### src/rtl/regmap_pkg.sv
package regmap_pkg;

    parameter int REG_COUNT = 32;
    parameter int REG_W     = 16;
    parameter int ID_W      = 2;

    // Reset image: register i = (i * 0x0101) ^ 0x5A00
    function automatic logic [REG_COUNT*REG_W-1:0] default_image();
        logic [REG_COUNT*REG_W-1:0] img;
        img = '0;
        for (int i = 0; i < REG_COUNT; i++) begin
            img[i*REG_W +: REG_W] = REG_W'((i * 32'h0101) ^ 32'h5A00);
        end
        return img;
    endfunction

endpackage

### src/rtl/sync_bank.sv
module sync_bank #(
    parameter int           N    = 3,
    parameter logic [N-1:0] INIT = '0
) (
    input  logic         clk,
    input  logic         res_n,
    input  logic [N-1:0] d,
    output logic [N-1:0] q
);

    for (genvar g = 0; g < N; g++) begin : g_bit
        logic stage1_q, stage2_q;
        always_ff @(posedge clk or negedge res_n) begin
            if (!res_n) begin
                stage1_q <= INIT[g];
                stage2_q <= INIT[g];
            end else begin
                stage1_q <= d[g];
                stage2_q <= stage1_q;
            end
        end
        assign q[g] = stage2_q;
    end

endmodule

### src/rtl/frame_engine.sv
module frame_engine #(
    parameter int            AW     = 5,
    parameter int            DW     = 16,
    parameter int            IDW    = 2,
    parameter logic [IDW-1:0] DEV_ID = 2'b01
) (
    input  logic          clk,
    input  logic          res_n,
    input  logic          sel_lvl,
    input  logic          sclk_lvl,
    input  logic          sdi_lvl,
    input  logic [DW-1:0] rd_data,
    output logic [AW-1:0] reg_addr,
    output logic          wr_stb,
    output logic [DW-1:0] wr_data,
    output logic          clr_stb,
    output logic          sdo,
    output logic          sdo_oe,
    output logic          sel_rise,
    output logic          sclk_fall,
    output logic          hit,
    output logic [$clog2(1+IDW+AW+DW+1)-1:0] bit_pos
);

    localparam int HB    = 1 + IDW + AW;
    localparam int FRAME = HB + DW;
    localparam int CW    = $clog2(FRAME + 1);
    localparam int IW    = $clog2(DW);

    typedef struct packed {
        logic          sel_p;
        logic          sclk_p;
        logic          active;
        logic [CW-1:0] cnt;
        logic [HB-1:0] hdr;
        logic [DW-1:0] data;
        logic          oe;
        logic          dout;
        logic          wr;
        logic          clr;
    } eng_t;

    eng_t st_d, st_q;

    logic           sel_fall, sclk_rise, is_read;
    logic [CW-1:0]  off;
    logic [IW-1:0]  idx;

    always_comb begin
        sel_rise  = sel_lvl & ~st_q.sel_p;
        sel_fall  = ~sel_lvl & st_q.sel_p;
        sclk_rise = sclk_lvl & ~st_q.sclk_p;
        sclk_fall = ~sclk_lvl & st_q.sclk_p;
        is_read   = st_q.hdr[HB-1];
        hit       = (st_q.cnt >= CW'(HB)) && (st_q.hdr[HB-2 -: IDW] == DEV_ID);
        off       = st_q.cnt - CW'(HB);
        idx       = IW'(DW - 1) - off[IW-1:0];

        st_d        = st_q;
        st_d.sel_p  = sel_lvl;
        st_d.sclk_p = sclk_lvl;
        st_d.wr     = 1'b0;
        st_d.clr    = 1'b0;

        if (sel_rise) begin
            if (st_q.active && st_q.cnt == CW'(FRAME) && hit) begin
                if (st_q.hdr[AW-1:0] == '0) st_d.clr = 1'b1;
                else if (!is_read)          st_d.wr  = 1'b1;
            end
            st_d.active = 1'b0;
            st_d.cnt    = '0;
            st_d.oe     = 1'b0;
        end else if (sel_fall) begin
            st_d.active = 1'b1;
            st_d.cnt    = '0;
            st_d.hdr    = '0;
            st_d.oe     = 1'b0;
        end else if (st_q.active) begin
            if (sclk_rise && st_q.cnt < CW'(FRAME)) begin
                if (st_q.cnt < CW'(HB)) begin
                    st_d.hdr = {st_q.hdr[HB-2:0], sdi_lvl};
                end else if (!is_read) begin
                    st_d.data = {st_q.data[DW-2:0], sdi_lvl};
                end else if (hit) begin
                    st_d.oe   = 1'b1;
                    st_d.dout = rd_data[idx];
                end
                st_d.cnt = st_q.cnt + 1'b1;
            end else if (sclk_fall) begin
                st_d.oe = 1'b0;
            end
        end
    end

    always_ff @(posedge clk or negedge res_n) begin
        if (!res_n) st_q <= '0;
        else        st_q <= st_d;
    end

    assign reg_addr = st_q.hdr[AW-1:0];
    assign wr_stb   = st_q.wr;
    assign wr_data  = st_q.data;
    assign clr_stb  = st_q.clr;
    assign sdo      = st_q.dout & st_q.oe;
    assign sdo_oe   = st_q.oe;
    assign bit_pos  = st_q.cnt;

endmodule

### src/rtl/reg_bank.sv
module reg_bank #(
    parameter int                     NREG = 32,
    parameter int                     DW   = 16,
    parameter logic [NREG*DW-1:0]     INIT = '0,
    localparam int                    AW   = $clog2(NREG)
) (
    input  logic               clk,
    input  logic               res_n,
    input  logic               wr_en,
    input  logic [AW-1:0]      wr_addr,
    input  logic [DW-1:0]      wr_data,
    input  logic               clr,
    input  logic [AW-1:0]      rd_addr,
    output logic [DW-1:0]      rd_data,
    output logic [NREG*DW-1:0] image
);

    logic [NREG-1:0][DW-1:0] mem_d, mem_q;

    always_comb begin
        mem_d = mem_q;
        if (clr)        mem_d = INIT;
        else if (wr_en) mem_d[wr_addr] = wr_data;
    end

    always_ff @(posedge clk or negedge res_n) begin
        if (!res_n) mem_q <= INIT;
        else        mem_q <= mem_d;
    end

    assign rd_data = mem_q[rd_addr];
    assign image   = mem_q;

endmodule

### src/rtl/regmap_serial_slave.sv
module regmap_serial_slave #(
    parameter int                 NREG        = regmap_pkg::REG_COUNT,
    parameter int                 DW          = regmap_pkg::REG_W,
    parameter logic [1:0]         DEV_ID      = 2'b01,
    parameter logic [NREG*DW-1:0] RESET_IMAGE = regmap_pkg::default_image()
) (
    input  logic               clk,
    input  logic               res_n,
    input  logic               sel_n,
    input  logic               sclk,
    input  logic               sdio_in,
    output logic               sdio_out,
    output logic               sdio_oe,
    output logic [NREG*DW-1:0] regs_flat
);

    localparam int AW    = $clog2(NREG);
    localparam int IDW   = regmap_pkg::ID_W;
    localparam int FRAME = 1 + IDW + AW + DW;
    localparam int CW    = $clog2(FRAME + 1);

    logic [2:0]    sync_q;
    logic [AW-1:0] reg_addr;
    logic [DW-1:0] rd_data, wr_data;
    logic          wr_stb, clr_stb;
    logic          eng_sel_rise, eng_sclk_fall, eng_hit;
    logic [CW-1:0] eng_pos;

    // Select resets to its asserted level so a select held low through reset opens no frame.
    sync_bank #(.N(3), .INIT(3'b000)) u_sync (
        .clk   (clk),
        .res_n (res_n),
        .d     ({sel_n, sclk, sdio_in}),
        .q     (sync_q)
    );

    frame_engine #(.AW(AW), .DW(DW), .IDW(IDW), .DEV_ID(DEV_ID)) u_engine (
        .clk       (clk),
        .res_n     (res_n),
        .sel_lvl   (sync_q[2]),
        .sclk_lvl  (sync_q[1]),
        .sdi_lvl   (sync_q[0]),
        .rd_data   (rd_data),
        .reg_addr  (reg_addr),
        .wr_stb    (wr_stb),
        .wr_data   (wr_data),
        .clr_stb   (clr_stb),
        .sdo       (sdio_out),
        .sdo_oe    (sdio_oe),
        .sel_rise  (eng_sel_rise),
        .sclk_fall (eng_sclk_fall),
        .hit       (eng_hit),
        .bit_pos   (eng_pos)
    );

    reg_bank #(.NREG(NREG), .DW(DW), .INIT(RESET_IMAGE)) u_bank (
        .clk     (clk),
        .res_n   (res_n),
        .wr_en   (wr_stb),
        .wr_addr (reg_addr),
        .wr_data (wr_data),
        .clr     (clr_stb),
        .rd_addr (reg_addr),
        .rd_data (rd_data),
        .image   (regs_flat)
    );

endmodule

### config.mk
export PLATFORM = sky130hd
export DESIGN_NAME = regmap_serial_slave
export DESIGN_NICKNAME = d
export VERILOG_FILES = /design/src/rtl/regmap_pkg.sv /design/src/rtl/sync_bank.sv /design/src/rtl/frame_engine.sv /design/src/rtl/reg_bank.sv /design/src/rtl/regmap_serial_slave.sv
export SDC_FILE = /design/constraint.sdc
export NUM_CORES = 1
export LEC_CHECK = 0
export ABC_AREA = 1
export BUFFER_PORTS_ARGS = -buffer_cell sky130_fd_sc_hd__buf_2
export CAP_MARGIN = 0
export CORE_MARGIN = 8
export CORE_UTILIZATION = 50
export DETAILED_ROUTE_END_ITERATION = 12
export PLACE_DENSITY = 0.82
export SYNTH_ARGS = -nofsm -noshare
export SYNTH_HDL_FRONTEND = slang
export SYNTH_SLANG_ARGS = --single-unit
### constraint.sdc
create_clock -name clk -period 2.9 [get_ports clk]
set_input_delay 0.58 -clock clk [delete_from_list [all_inputs] [get_ports clk]]
set_output_delay 0.58 -clock clk [all_outputs]
set_load 0.02 [all_outputs]
==> results by group <==
Outcome
  • Outcome: complete, no violations

Global routing
  • Met1 Use GR: 48.5%
  • Largest net degree at the start of global routing: approximately 150
  • First-pass GRT wire length: 172 mm
  • Met3 usage: 11.7%
  • Layer with the highest usage: met2
  • Vias in the first global route: 25805
  • Grt total ovfl: 0
  • Antenna violations before repair: 1
  • Met2 Usage GRT: around 58%
  • Total Routing Usage GR: between 30% and 40%

Routing
  • Avg WL per Cell: 26.2 um
  • Initial DRC Count: approximately 3900
  • Antenna viol nets, final: 0
  • Via density: 5.95
  • Via count: 26738
  • TritonRoute pass-1 iters: 6
  • DRC errors left: 0
  • Total wire length: roughly 120 mm

Synthesis
  • Synth unique cells: 36
  • Post-synth EDFFs: 0
  • Synthesized area per cell: between 7 and 8 um^2
  • Sequential area share after synthesis: 54.2%
  • Synth Instances: 3271
  • Synth top area share: 34.8%
  • FF+latch count, synth: ~550
  • Ys async rst share: 100%
  • Dominant synthesized flop cell: dfrtp_1
  • Area leader, netlist: dfrtp_1
  • Syn nets: 3280
  • Top post-synthesis cells by area: dfrtp_1 (35%), dfstp_2 (19%), nand2_1 (16%)
  • Post-synth design cell area: around 26000 um^2
  • Yosys warns: 0

Timing
  • Final hold violation count: 0
  • Final setup viols: 0
  • RSZ-0062 raised after global routing: false
  • Max Slew Vio Count: 0
  • Fmax: 391 MHz
  • Slew HR: 35.6%
  • Setup Skew: 25.2 ps
  • Hold WS: 61.9 ps
  • Tcrit/Tclk final: 88.1%
  • Slew @ Worst Pin: 963 ps
  • Tmin final: ~2600 ps
  • Final TNS setup: 0 ps

Clock network
  • Root buffer cell: clkbuf_16
  • Total CTS buffers: 56
  • CTS tree: done
  • Worst-path clk slew: ~70 ps
  • Later-pin clock latency in the skew report: 640 ps
  • Max clock buf depth: 3
  • Clock sink total: 554
  • H-Tree Level Count: 2
  • Cts repair resizes: 0
  • Setup Buffers After CTS: 0

Floorplan
  • Die width: 244 um
  • Vert. Die Dim: 244 um
  • Num ports: just over 500
  • Initial core utilization: 50.6%
  • Core area: a little over 50000 um^2
  • Area of the die: around 60000 um^2
  • # rows: 83

Power
  • Combinational group share of total power: just over 3%
  • Int Power: 12.7 mW
  • Leakage: approximately 17 nW
  • Power per cell area: a little over 500 nW/um^2
  • Clock power share: 49.5%
  • Switch share: 22.5%
  • Flop pwr share: 47.4%
  • Sw power: 3.69 mW
  • Maximum VDD drop: 400 uV
  • Final total power: 16.4 mW

Layout
  • Register area: 14100 um^2
  • Antenna Diode Count: 0
  • P&R area growth vs syn: 22.5%
  • Most frequent cells in the layout: nand2_1 (1124), buf_2 (517), o21ai_0 (435), dfrtp_1 (360), inv_1 (268)
  • Area of the multi-input gates: 9940 um^2
  • Share of cells above drive strength 1: 26.0%
  • Post-Route Utilization: 62.0%
  • Final Non-Filler Cells: 4494
  • Fill cell count: roughly 4500
  • Final nets: 3776
  • Most common cell after layout, fill and taps aside: nand2_1

Hold path
  • HP Class: input pin to flip-flop
  • Hold depth: 1

Critical path
  • Worst setup path category: flip-flop to flip-flop
  • WP data required: 3440 ps
  • Crit end category: flip-flop
  • Crit Path Max Fanout: 153
  • R2r worst-path depth: 14
  • Crit path DAT: 3090 ps
  • Setup crit start kind: flip-flop

Place
  • Dpl hpwl: 83.7 mm
  • RD Place Congestion: 0.996
  • Dpl cells: 4388
  • # port buffers: between 500 and 600

Flow run
  • Maxcap violations: 0
## metrics by stage
| stage | setup slack (ps) | instance area (um^2) |
|---|---|---|
| after floorplan | 1030 | 26000 |
| after global placement | 460 | 29800 |
| after detailed placement | 444 | 29800 |
| after CTS | 428 | 31900 |
| after global routing | 135 | 31900 |
| final | 346 | 31900 |
## area by class of cell
type	instances	area share (%)
Clock inverter	25	1.15
Inverter	279	3.29
Timing Repair Buffer	652	12.2
Tap cell	680	2.67
Multi-Input combinational cell	2224	31.2
Sequential cell	554	44.3
Clock buffer	80	5.28
## flip-flops by register name, indices dropped and copies added (netlist names)
register / flops
u_engine.wr_stb: 1
u_engine.wr_data: 16
u_engine.bit_pos: 5
u_engine.st_q: 6
u_engine.sdo_oe: 1
u_engine.clr_stb: 1
u_sync.g_bit.stage2_q: 3
u_bank.image: 512
u_sync.g_bit.stage1_q: 3
u_engine.is_read: 1
u_engine.reg_addr: 5
## cell usage after synthesis, drive strengths merged (2+ instances only)
master	count
clkbuf	104
buf	110
dfstp	192
nand2	1133
nor2	198
clkinv	6
dfrtp	362
mux2	14
nand4	11
ha	4
a22oi	9
a32o	2
nand3	179
nor3	10
a21oi	100
inv	273
o21ai	438
o22ai	118
## kinds of logic after synthesis
family | synth area share [%]
xor gates and xnor gates | 0.0337
and+or+nand+nor | 23.6
buffers and inverters | 7.70
muxes | 0.606
DFF | 54.2
adders and majority gates | 0.192
AOI/OAI and AO/OA | 13.6
## power groups by stage
stage	Sequential (mW)	Clock, mW	Combinational [mW]
2_1_floorplan	7.89	0	0.182
5_1_grt	7.76	8.39	0.537
4_1_cts	7.77	8.09	0.495
6_report	7.77	8.10	0.501
3_3_place_gp	7.90	0	0.492
3_5_place_dp	7.90	0	0.490
## metal layers
layer | share of wire (%) | up-vias
met2 | 44 | 2059
met4 | 6.7 | 2
li1 | - | 11493
met1 | 36 | 12746
met5 | 0.011 | -
met3 | 13 | 438
## timing repair
| item | CTS | global route |
|---|---|---|
| hold buffers | 1 | 0 |
| hold endpoints to repair | 35 | 0 |
| setup endpoints to repair | 0 | 0 |
## critical path, cell delays in order, from the launching register on
cell and delay (ps):
dfrtp_4 520, buf_12 440, o21ai_0 200, nand2_1 90
nand2_1 160, nand2_1 130, nand2_1 60, nor2_1 140
nand3_1 110, nand3_1 90, nand2_1 60, nand2_1 60
nand3_1 70, nor2_1 110, nor2_1 40
## worst paths after layout
path	from	end	slack (ps)
worst max-delay path	u_engine.reg_addr[0]	u_engine.st_q[2]	350
worst min-delay path	sclk	u_sync.g_bit[1].stage1_q	60
worst max register to register	u_engine.reg_addr[0]	u_engine.st_q[2]	350
worst min register to register	u_sync.g_bit[0].stage1_q	u_sync.g_bit[0].stage2_q	360
max in group asynchronous	res_n	u_bank.image[241]	1470
min in group asynchronous	res_n	u_sync.g_bit[0].stage1_q	540
Power figures use the tool's default switching activity.
